File: config.mk
export PLATFORM = sky130hd
export DESIGN_NAME = cvt_mode_ctl
export DESIGN_NICKNAME = d
export VERILOG_FILES = /design/src/rtl/cvt_pkg.sv /design/src/rtl/cvt_mode_reg.sv /design/src/rtl/cvt_result_hold.sv /design/src/rtl/cvt_read_seq.sv /design/src/rtl/cvt_mode_ctl.sv
export SDC_FILE = /design/constraint.sdc
export NUM_CORES = 1
export LEC_CHECK = 0
export ABC_AREA = 0
export BUFFER_PORTS_ARGS = -buffer_cell sky130_fd_sc_hd__buf_2
export CAP_MARGIN = 20
export CORE_ASPECT_RATIO = 0.75
export CORE_MARGIN = 2
export CORE_UTILIZATION = 30
export DETAILED_ROUTE_END_ITERATION = 7
export SYNTH_ARGS = -nofsm -noshare
export SYNTH_HDL_FRONTEND = slang
export SYNTH_SLANG_ARGS = --single-unit
File: constraint.sdc
create_clock -name clk -period 3.25 [get_ports clk]
set_clock_uncertainty 0.2 [all_clocks]
set_input_delay 0.325 -clock clk [delete_from_list [all_inputs] [get_ports clk]]
set_output_delay 0.325 -clock clk [all_outputs]
set_load 0.005 [all_outputs]
File: src/rtl/cvt_pkg.sv
`timescale 1ns/1ps
package cvt_pkg;

    localparam int RES_W  = 24;
    localparam int BYTE_W = 8;
    localparam int BUF_W  = 4 * BYTE_W;

    typedef enum logic [2:0] {
        MD_IDLE    = 3'd0,
        MD_CONT    = 3'd1,
        MD_SINGLE  = 3'd2,
        MD_STBY    = 3'd3,
        MD_ZS_SELF = 3'd4,
        MD_RSVD    = 3'd5,
        MD_ZS_SYS  = 3'd6,
        MD_FS_SYS  = 3'd7
    } mode_e;

    typedef struct packed {
        mode_e mode;
        logic  clk_off;
        logic  chain;
        logic  cont_rd;
        logic  wide;
        logic  sat;
    } mode_reg_t;

    function automatic mode_e eff_mode(input mode_e m);
        return (m == MD_RSVD) ? MD_IDLE : m;
    endfunction

    function automatic logic [RES_W-1:0] saturate(input logic [RES_W-1:0] raw,
                                                  input logic over, input logic under,
                                                  input logic en);
        if (en && over)  return '1;
        if (en && under) return '0;
        return raw;
    endfunction

endpackage

File: src/rtl/cvt_mode_reg.sv
`timescale 1ns/1ps
module cvt_mode_reg
    import cvt_pkg::*;
#(
    parameter int CH_W = 2
) (
    input  logic            clk,
    input  logic            rst,
    input  logic            wr_en,
    input  logic [CH_W-1:0] wr_ch,
    input  logic [7:0]      wr_data,
    output mode_reg_t       cfg,
    output logic [CH_W-1:0] chan,
    output logic            abort,
    output logic            start
);

    always_ff @(posedge clk) begin
        if (rst) begin
            cfg   <= '0;
            chan  <= '0;
            abort <= 1'b0;
            start <= 1'b0;
        end else begin
            abort <= wr_en;
            start <= abort;
            if (wr_en) begin
                cfg  <= mode_reg_t'(wr_data);
                chan <= wr_ch;
            end
        end
    end

    // restart follows the abort strobe by one cycle
    p_abort_start_r5: assert property (@(posedge clk) disable iff (rst)
        abort |=> start);

    // configuration moves only on a decoded write
    p_cfg_hold_r2: assert property (@(posedge clk) disable iff (rst)
        !wr_en |=> $stable(cfg) && $stable(chan));

endmodule

File: src/rtl/cvt_result_hold.sv
`timescale 1ns/1ps
module cvt_result_hold
    import cvt_pkg::*;
#(
    parameter int CH_W = 2
) (
    input  logic             clk,
    input  logic             rst,
    input  logic             clr,
    input  logic             done,
    input  logic [RES_W-1:0] raw,
    input  logic             over,
    input  logic             under,
    input  logic             sat_en,
    input  logic [CH_W-1:0]  chan,
    input  logic             taken,
    output logic [7:0]       status,
    output logic [RES_W-1:0] data,
    output logic             pend_n
);

    always_ff @(posedge clk) begin
        if (rst) begin
            status <= '0;
            data   <= '0;
            pend_n <= 1'b1;
        end else if (clr) begin
            status <= '0;
            pend_n <= 1'b1;
        end else if (done) begin
            status <= {1'b1, over, under, 5'(chan)};
            data   <= saturate(raw, over, under, sat_en);
            pend_n <= 1'b0;
        end else if (taken) begin
            status[7] <= 1'b0;
            pend_n    <= 1'b1;
        end
    end

    // a captured result holds the pending output low
    p_done_pend_r12: assert property (@(posedge clk) disable iff (rst)
        done && !clr |=> !pend_n && status[7]);

    // a mode write releases pending and empties status
    p_clr_status_r5: assert property (@(posedge clk) disable iff (rst)
        clr |=> pend_n && (status == 8'h00));

    // saturation never yields a value on the wrong side
    p_sat_over_r10: assert property (@(posedge clk) disable iff (rst)
        done && !clr && sat_en && over |=> &data);

endmodule

File: src/rtl/cvt_read_seq.sv
`timescale 1ns/1ps
module cvt_read_seq
    import cvt_pkg::*;
#(
    parameter int          ADDR_W    = 8,
    parameter logic [ADDR_W-1:0] MODE_ADDR = 8'h38,
    parameter logic [ADDR_W-1:0] STAT_ADDR = 8'h08,
    parameter logic [ADDR_W-1:0] DATA_ADDR = 8'h10
) (
    input  logic              clk,
    input  logic              rst,
    input  logic              cancel,
    input  logic              req,
    input  logic [ADDR_W-1:0] addr,
    input  mode_reg_t         cfg,
    input  logic [7:0]        status,
    input  logic [RES_W-1:0]  data,
    output logic              taken,
    output logic              rd_valid,
    output logic [7:0]        rd_byte,
    output logic              rd_last
);

    localparam int CNT_W = $clog2(BUF_W / BYTE_W + 1);

    logic [BUF_W-1:0] shreg, ld_buf, dbytes;
    logic [CNT_W-1:0] cnt, ld_cnt, dcnt;
    logic             accept, chained, is_reg;

    assign accept  = req && (cnt == '0) && !cancel;
    assign chained = cfg.chain || cfg.cont_rd;
    assign is_reg  = (addr == STAT_ADDR) || (addr == DATA_ADDR);

    always_comb begin
        dbytes = cfg.wide ? {data, 8'h00} : {data[RES_W-1:RES_W-16], 16'h0000};
        dcnt   = cfg.wide ? CNT_W'(3) : CNT_W'(2);
        ld_buf = '0;
        ld_cnt = CNT_W'(1);
        taken  = 1'b0;
        if (addr == MODE_ADDR) begin
            ld_buf = {cfg, 24'h0};
        end else if (is_reg && chained) begin
            ld_buf = {status, dbytes[BUF_W-1:8]};
            ld_cnt = dcnt + CNT_W'(1);
            taken  = accept;
        end else if (addr == STAT_ADDR) begin
            ld_buf = {status, 24'h0};
        end else if (addr == DATA_ADDR) begin
            ld_buf = dbytes;
            ld_cnt = dcnt;
            taken  = accept;
        end
    end

    always_ff @(posedge clk) begin
        if (rst || cancel) begin
            shreg <= '0;
            cnt   <= '0;
        end else if (accept) begin
            shreg <= ld_buf;
            cnt   <= ld_cnt;
        end else if (cnt != '0) begin
            shreg <= {shreg[BUF_W-9:0], 8'h00};
            cnt   <= cnt - CNT_W'(1);
        end
    end

    assign rd_valid = (cnt != '0);
    assign rd_byte  = shreg[BUF_W-1 -: 8];
    assign rd_last  = (cnt == CNT_W'(1));

    // a mode write ends any burst
    p_cancel_r5: assert property (@(posedge clk) disable iff (rst)
        cancel |=> !rd_valid);

    // an unfinished burst keeps going whatever is requested
    p_burst_cont_r13: assert property (@(posedge clk) disable iff (rst)
        rd_valid && !rd_last && !cancel |=> rd_valid);

    // a burst ends in one marked byte and then stops unless a new one starts
    p_last_end_r7: assert property (@(posedge clk) disable iff (rst)
        rd_last && !req |=> !rd_valid);

endmodule

File: src/rtl/cvt_mode_ctl.sv
`timescale 1ns/1ps
module cvt_mode_ctl
    import cvt_pkg::*;
#(
    parameter int                ADDR_W    = 8,
    parameter int                CH_W      = 2,
    parameter logic [ADDR_W-1:0] MODE_BASE = 8'h38,
    parameter logic [ADDR_W-1:0] STAT_ADDR = 8'h08,
    parameter logic [ADDR_W-1:0] DATA_ADDR = 8'h10
) (
    input  logic              clk,
    input  logic              rst,
    input  logic              acc_en,
    input  logic              acc_wr,
    input  logic [ADDR_W-1:0] acc_addr,
    input  logic [7:0]        acc_wdata,
    output logic              rd_valid,
    output logic [7:0]        rd_byte,
    output logic              rd_last,
    input  logic              xtal_sel,
    output logic              clkout_oe,
    output logic              conv_halt,
    input  logic              eng_done,
    input  logic [23:0]       eng_result,
    input  logic              eng_over,
    input  logic              eng_under,
    output logic              eng_abort,
    output logic              eng_start,
    output logic [2:0]        eng_mode,
    output logic [CH_W-1:0]   eng_chan,
    output logic              res_pend_n
);

    mode_reg_t        cfg;
    logic             mode_wr, rd_req, taken;
    logic [7:0]       status;
    logic [RES_W-1:0] data;

    assign mode_wr = acc_en && acc_wr && (acc_addr[ADDR_W-1:CH_W] == MODE_BASE[ADDR_W-1:CH_W]);
    assign rd_req  = acc_en && !acc_wr;

    cvt_mode_reg #(.CH_W(CH_W)) u_mreg (
        .clk(clk), .rst(rst), .wr_en(mode_wr),
        .wr_ch(acc_addr[CH_W-1:0]), .wr_data(acc_wdata),
        .cfg(cfg), .chan(eng_chan), .abort(eng_abort), .start(eng_start)
    );

    cvt_result_hold #(.CH_W(CH_W)) u_hold (
        .clk(clk), .rst(rst), .clr(mode_wr), .done(eng_done),
        .raw(eng_result), .over(eng_over), .under(eng_under),
        .sat_en(cfg.sat), .chan(eng_chan), .taken(taken),
        .status(status), .data(data), .pend_n(res_pend_n)
    );

    cvt_read_seq #(
        .ADDR_W(ADDR_W), .MODE_ADDR(MODE_BASE),
        .STAT_ADDR(STAT_ADDR), .DATA_ADDR(DATA_ADDR)
    ) u_rseq (
        .clk(clk), .rst(rst), .cancel(mode_wr), .req(rd_req),
        .addr(acc_addr), .cfg(cfg), .status(status), .data(data),
        .taken(taken), .rd_valid(rd_valid), .rd_byte(rd_byte), .rd_last(rd_last)
    );

    assign eng_mode  = eff_mode(cfg.mode);
    assign clkout_oe = !cfg.clk_off;
    assign conv_halt = cfg.clk_off && xtal_sel;

    // the reserved code never reaches the engine
    p_rsvd_idle_r4: assert property (@(posedge clk) disable iff (rst)
        eng_mode != 3'b101);

    // a halted converter never drives the clock output
    p_halt_tristate_r11: assert property (@(posedge clk) disable iff (rst)
        conv_halt |-> !clkout_oe);

    // every window write is followed by an abort strobe
    p_wr_abort_r5: assert property (@(posedge clk) disable iff (rst)
        mode_wr |=> eng_abort && res_pend_n);

endmodule

==> summary.txt <==
Drt
  • WL/cell: 16.5 µm
  • ANT nets after route: 0
  • Final wirelength: 9710 µm
  • Via count: 3151
  • 1st-iter DRT viols: 314
  • Vias/cell: 5.36
  • DRC: 0
  • First drt pass iteration count: 5

Final layout
  • Post-layout nets: 494
  • Final core area utilization: 37.9%
  • Area of the multi-input gates: 1690 µm²
  • Synth-to-layout area growth: 21.2%
  • Layout cell share with drive strength beyond 1: 23.2%
  • Antenna cell count: 0
  • Filler cell count: 1160
  • Register Area: 1540 µm²
  • Design area: 4190 µm²

Floorplan
  • Cell row count: 33
  • Initial core utilization: 31.2%
  • Die area: 12400 µm²
  • Die width: 128 µm
  • Die Span Y: 97.0 µm
  • Num ports: 68
  • Core box area: 11100 µm²

Clock network
  • Post-CTS repair timing setup buffer count: 0
  • Sink Count: 77
  • CTS Buffer Depth: 2
  • Clock Latency Late Sink: 0.34 ns
  • CTS root buf: clkbuf_16
  • CTS buffer count: 9
  • Clock transition at path regs: 0.06 ns
  • CTS tree: yes
  • CTS H-tree lvls: 3

Global routing
  • Global-route wire length before repair: 15600 µm
  • Initial antenna violation count: 0
  • Vias in the first global route: 2935
  • Largest net degree at the start of global routing: 34
  • GR Overflow Total: 0
  • GR Util All Layers: 16.0%

Setup path
  • Worst path arrival time: 2.43 ns
  • Crit-path max FO: 8
  • WS Path Type: reg -> reg
  • Nature of the critical path startpoint: flop
  • CP bufs+invs: 1
  • Largest stage delay, worst path: 0.53 ns
  • Top delay family on crit path: simple AND/OR/NAND/NOR gates
  • CP required: 3.33 ns
  • Cell Chain, Critical Path: inv_1, ha_1, and4bb_2, nor4b_4, nand3_2, nor2_4, a22o_1
  • Critical path endpoint category: flop
  • Critical-path top delay cell: nor4b_4
  • Register-to-register setup slack: 0.90 ns

Pwr
  • NetSw: 0.811 mW
  • Leakage: 1.66 nW
  • Pint: 1.89 mW
  • Pwr/cell area: 645 nW/µm²
  • Comb pwr share: 21.6%
  • Maximum vdd drop: 0.282 mV
  • Clk pwr share: 38.1%
  • Reg power frac: 40.3%
  • Switching share of total power: 30.0%

Synth
  • Post-Syn Area: 3460 µm²
  • Synth Instances: 389
  • Avg Cell Area, Syn: 8.89 µm²
  • Synth top cells by count: dfxtp_1 (77), nor2_1 (41), a21oi_1 (36)
  • Fraction of registers with async set/reset: 0%
  • Number of flops mapped to enable cells by yosys: 0
  • Main flop type after synthesis: dfxtp_1
  • Largest area contributor in the netlist: dfxtp_1
  • #FFs+latches synth: 77
  • Synth unique cells: 49
  • Synth area leaders: dfxtp_1 (45%), a22o_1 (6.1%), a22oi_1 (5.9%), a21oi_1 (5.2%), nor2_1 (4.5%)
  • Sequential area share after synthesis: 44.6%
  • Synth warn: 0
  • Yosys top cell area share: 44.6%
  • Post-Syn Nets: 440
  • Top-count cell post-synth: dfxtp_1

Placed design
  • Post-DP HPWL: 7060 µm
  • Gpl congestion: 0.852
  • Port bufs: 67
  • Placed inst area: 3820 µm²
  • Place WS: 0.704 ns

Outcome
  • Outcome: finished clean

STA
  • Post-layout min period: 2.35 ns
  • RSZ-0062 raised after global routing: false
  • Pins Over Slew Limit: 0
  • Setup TNS: 0 ns
  • PnR worst setup slack: 0.903 ns
  • Fmax: 426 MHz
  • Hold Violations, Final: 0
  • Final setup violating endpoints: 0
  • Slew margin rel.: 42.8%
  • Worst hold slack: 0.00863 ns
  • Tcrit/Tclk final: 72.2%
  • Worst Max-Slew Pin Slew: 0.855 ns

Min path
  • Hold WC Path Type: in -> reg

Flow run
  • Maximum capacitance violations: 0
==> sequential cells by signal, summed over array words and instances (netlist names) <==
signal,count
u_rseq.shreg,32
u_mreg.cfg,8
u_mreg.chan,2
u_hold.status,5
u_hold.data,24
u_mreg.abort,1
u_rseq.cnt,3
u_hold.pend_n,1
u_mreg.start,1
==> logic make-up (layout without fill, tap and decap cells) <==
logic type / after synthesis / count (layout) / synth area share [%]
xor+xnor: 1 / 1 / 0.253
simple gates: 107 / 107 / 16.4
mux: 5 / 5 / 1.48
buf+inv: 45 / 104 / 6.66
compound gates: 151 / 151 / 29.6
flops: 77 / 77 / 44.6
fa+ha+maj: 3 / 3 / 1.09
==> power groups by stage <==
stage          registers (mW)  logic (mW)  clock network [mW]
2_1_floorplan            1.08       0.411                   0
5_1_grt                  1.10       0.648                1.08
4_1_cts                  1.09       0.578                1.04
3_3_place_gp             1.11       0.549                   0
6_report                 1.09       0.584                1.03
3_5_place_dp             1.11       0.569                   0
==> worst paths after layout <==
check / endpoint / cells past startpoint / start
worst max-delay path: u_rseq.shreg[2]$_SDFFE_PP0P_ / 7 / u_rseq.cnt[0]$_SDFFE_PP0P_
worst max register to register: u_rseq.shreg[2]$_SDFFE_PP0P_ / 7 / u_rseq.cnt[0]$_SDFFE_PP0P_
worst min-delay path: u_mreg.cfg[3]$_SDFFE_PP0P_ / 2 / acc_wdata[3]
worst min register to register: u_hold.status[7]$_SDFFE_PP0P_ / 2 / u_hold.status[7]$_SDFFE_PP0P_
==> layout make-up <==
| cell class | count | area share, % |
|---|---|---|
| inverter | 8 | 0.716 |
| multi-input combinational | 267 | 40.2 |
| clock inverter | 6 | 1.64 |
| tap | 140 | 4.18 |
| sequential | 77 | 36.8 |
| timing repair buffer | 80 | 10.8 |
| clock buffer | 10 | 5.70 |
==> per-layer routing <==
metal	routed length [µm]	part of all wire [%]	GRT usage [%]	vias up
met4	157	1.6	4.90	0
met1	5000	52	24.7	1485
met3	674	6.9	4.48	13
li1	-	-	-	1535
met5	0	0	0	-
met2	3870	40	21.0	118
==> through the flow <==
stage | std cells | power (mW)
final | 588 | 2.70
after global routing | 588 | 2.83
after CTS | 588 | 2.71
after detailed placement | 566 | 1.68
after global placement | 564 | 1.66
after floorplan | 389 | 1.49
==> cell usage in the layout, fill, tap and decap left out, drive strengths merged, types with 3 or more instances in the layout <==
cell / n
inv: 9
o21a: 5
nor3: 30
o21ai: 33
a22oi: 27
dlygate4sd3: 6
a31oi: 5
a21oi: 36
a22o: 25
buf: 74
and3: 3
clkinv: 3
dfxtp: 77
a221oi: 7
nor2b: 6
mux2i: 4
a211oi: 3
clkbuf: 10
nand2: 11
ha: 3
and2: 3
a32oi: 3
nor2: 42
==> repair_timing <==
action	in CTS	in global routing
gates resized for setup	0	0
hold buffers	6	0
endpoints found under the hold margin	6	0
(Power assumes the default switching activity.)
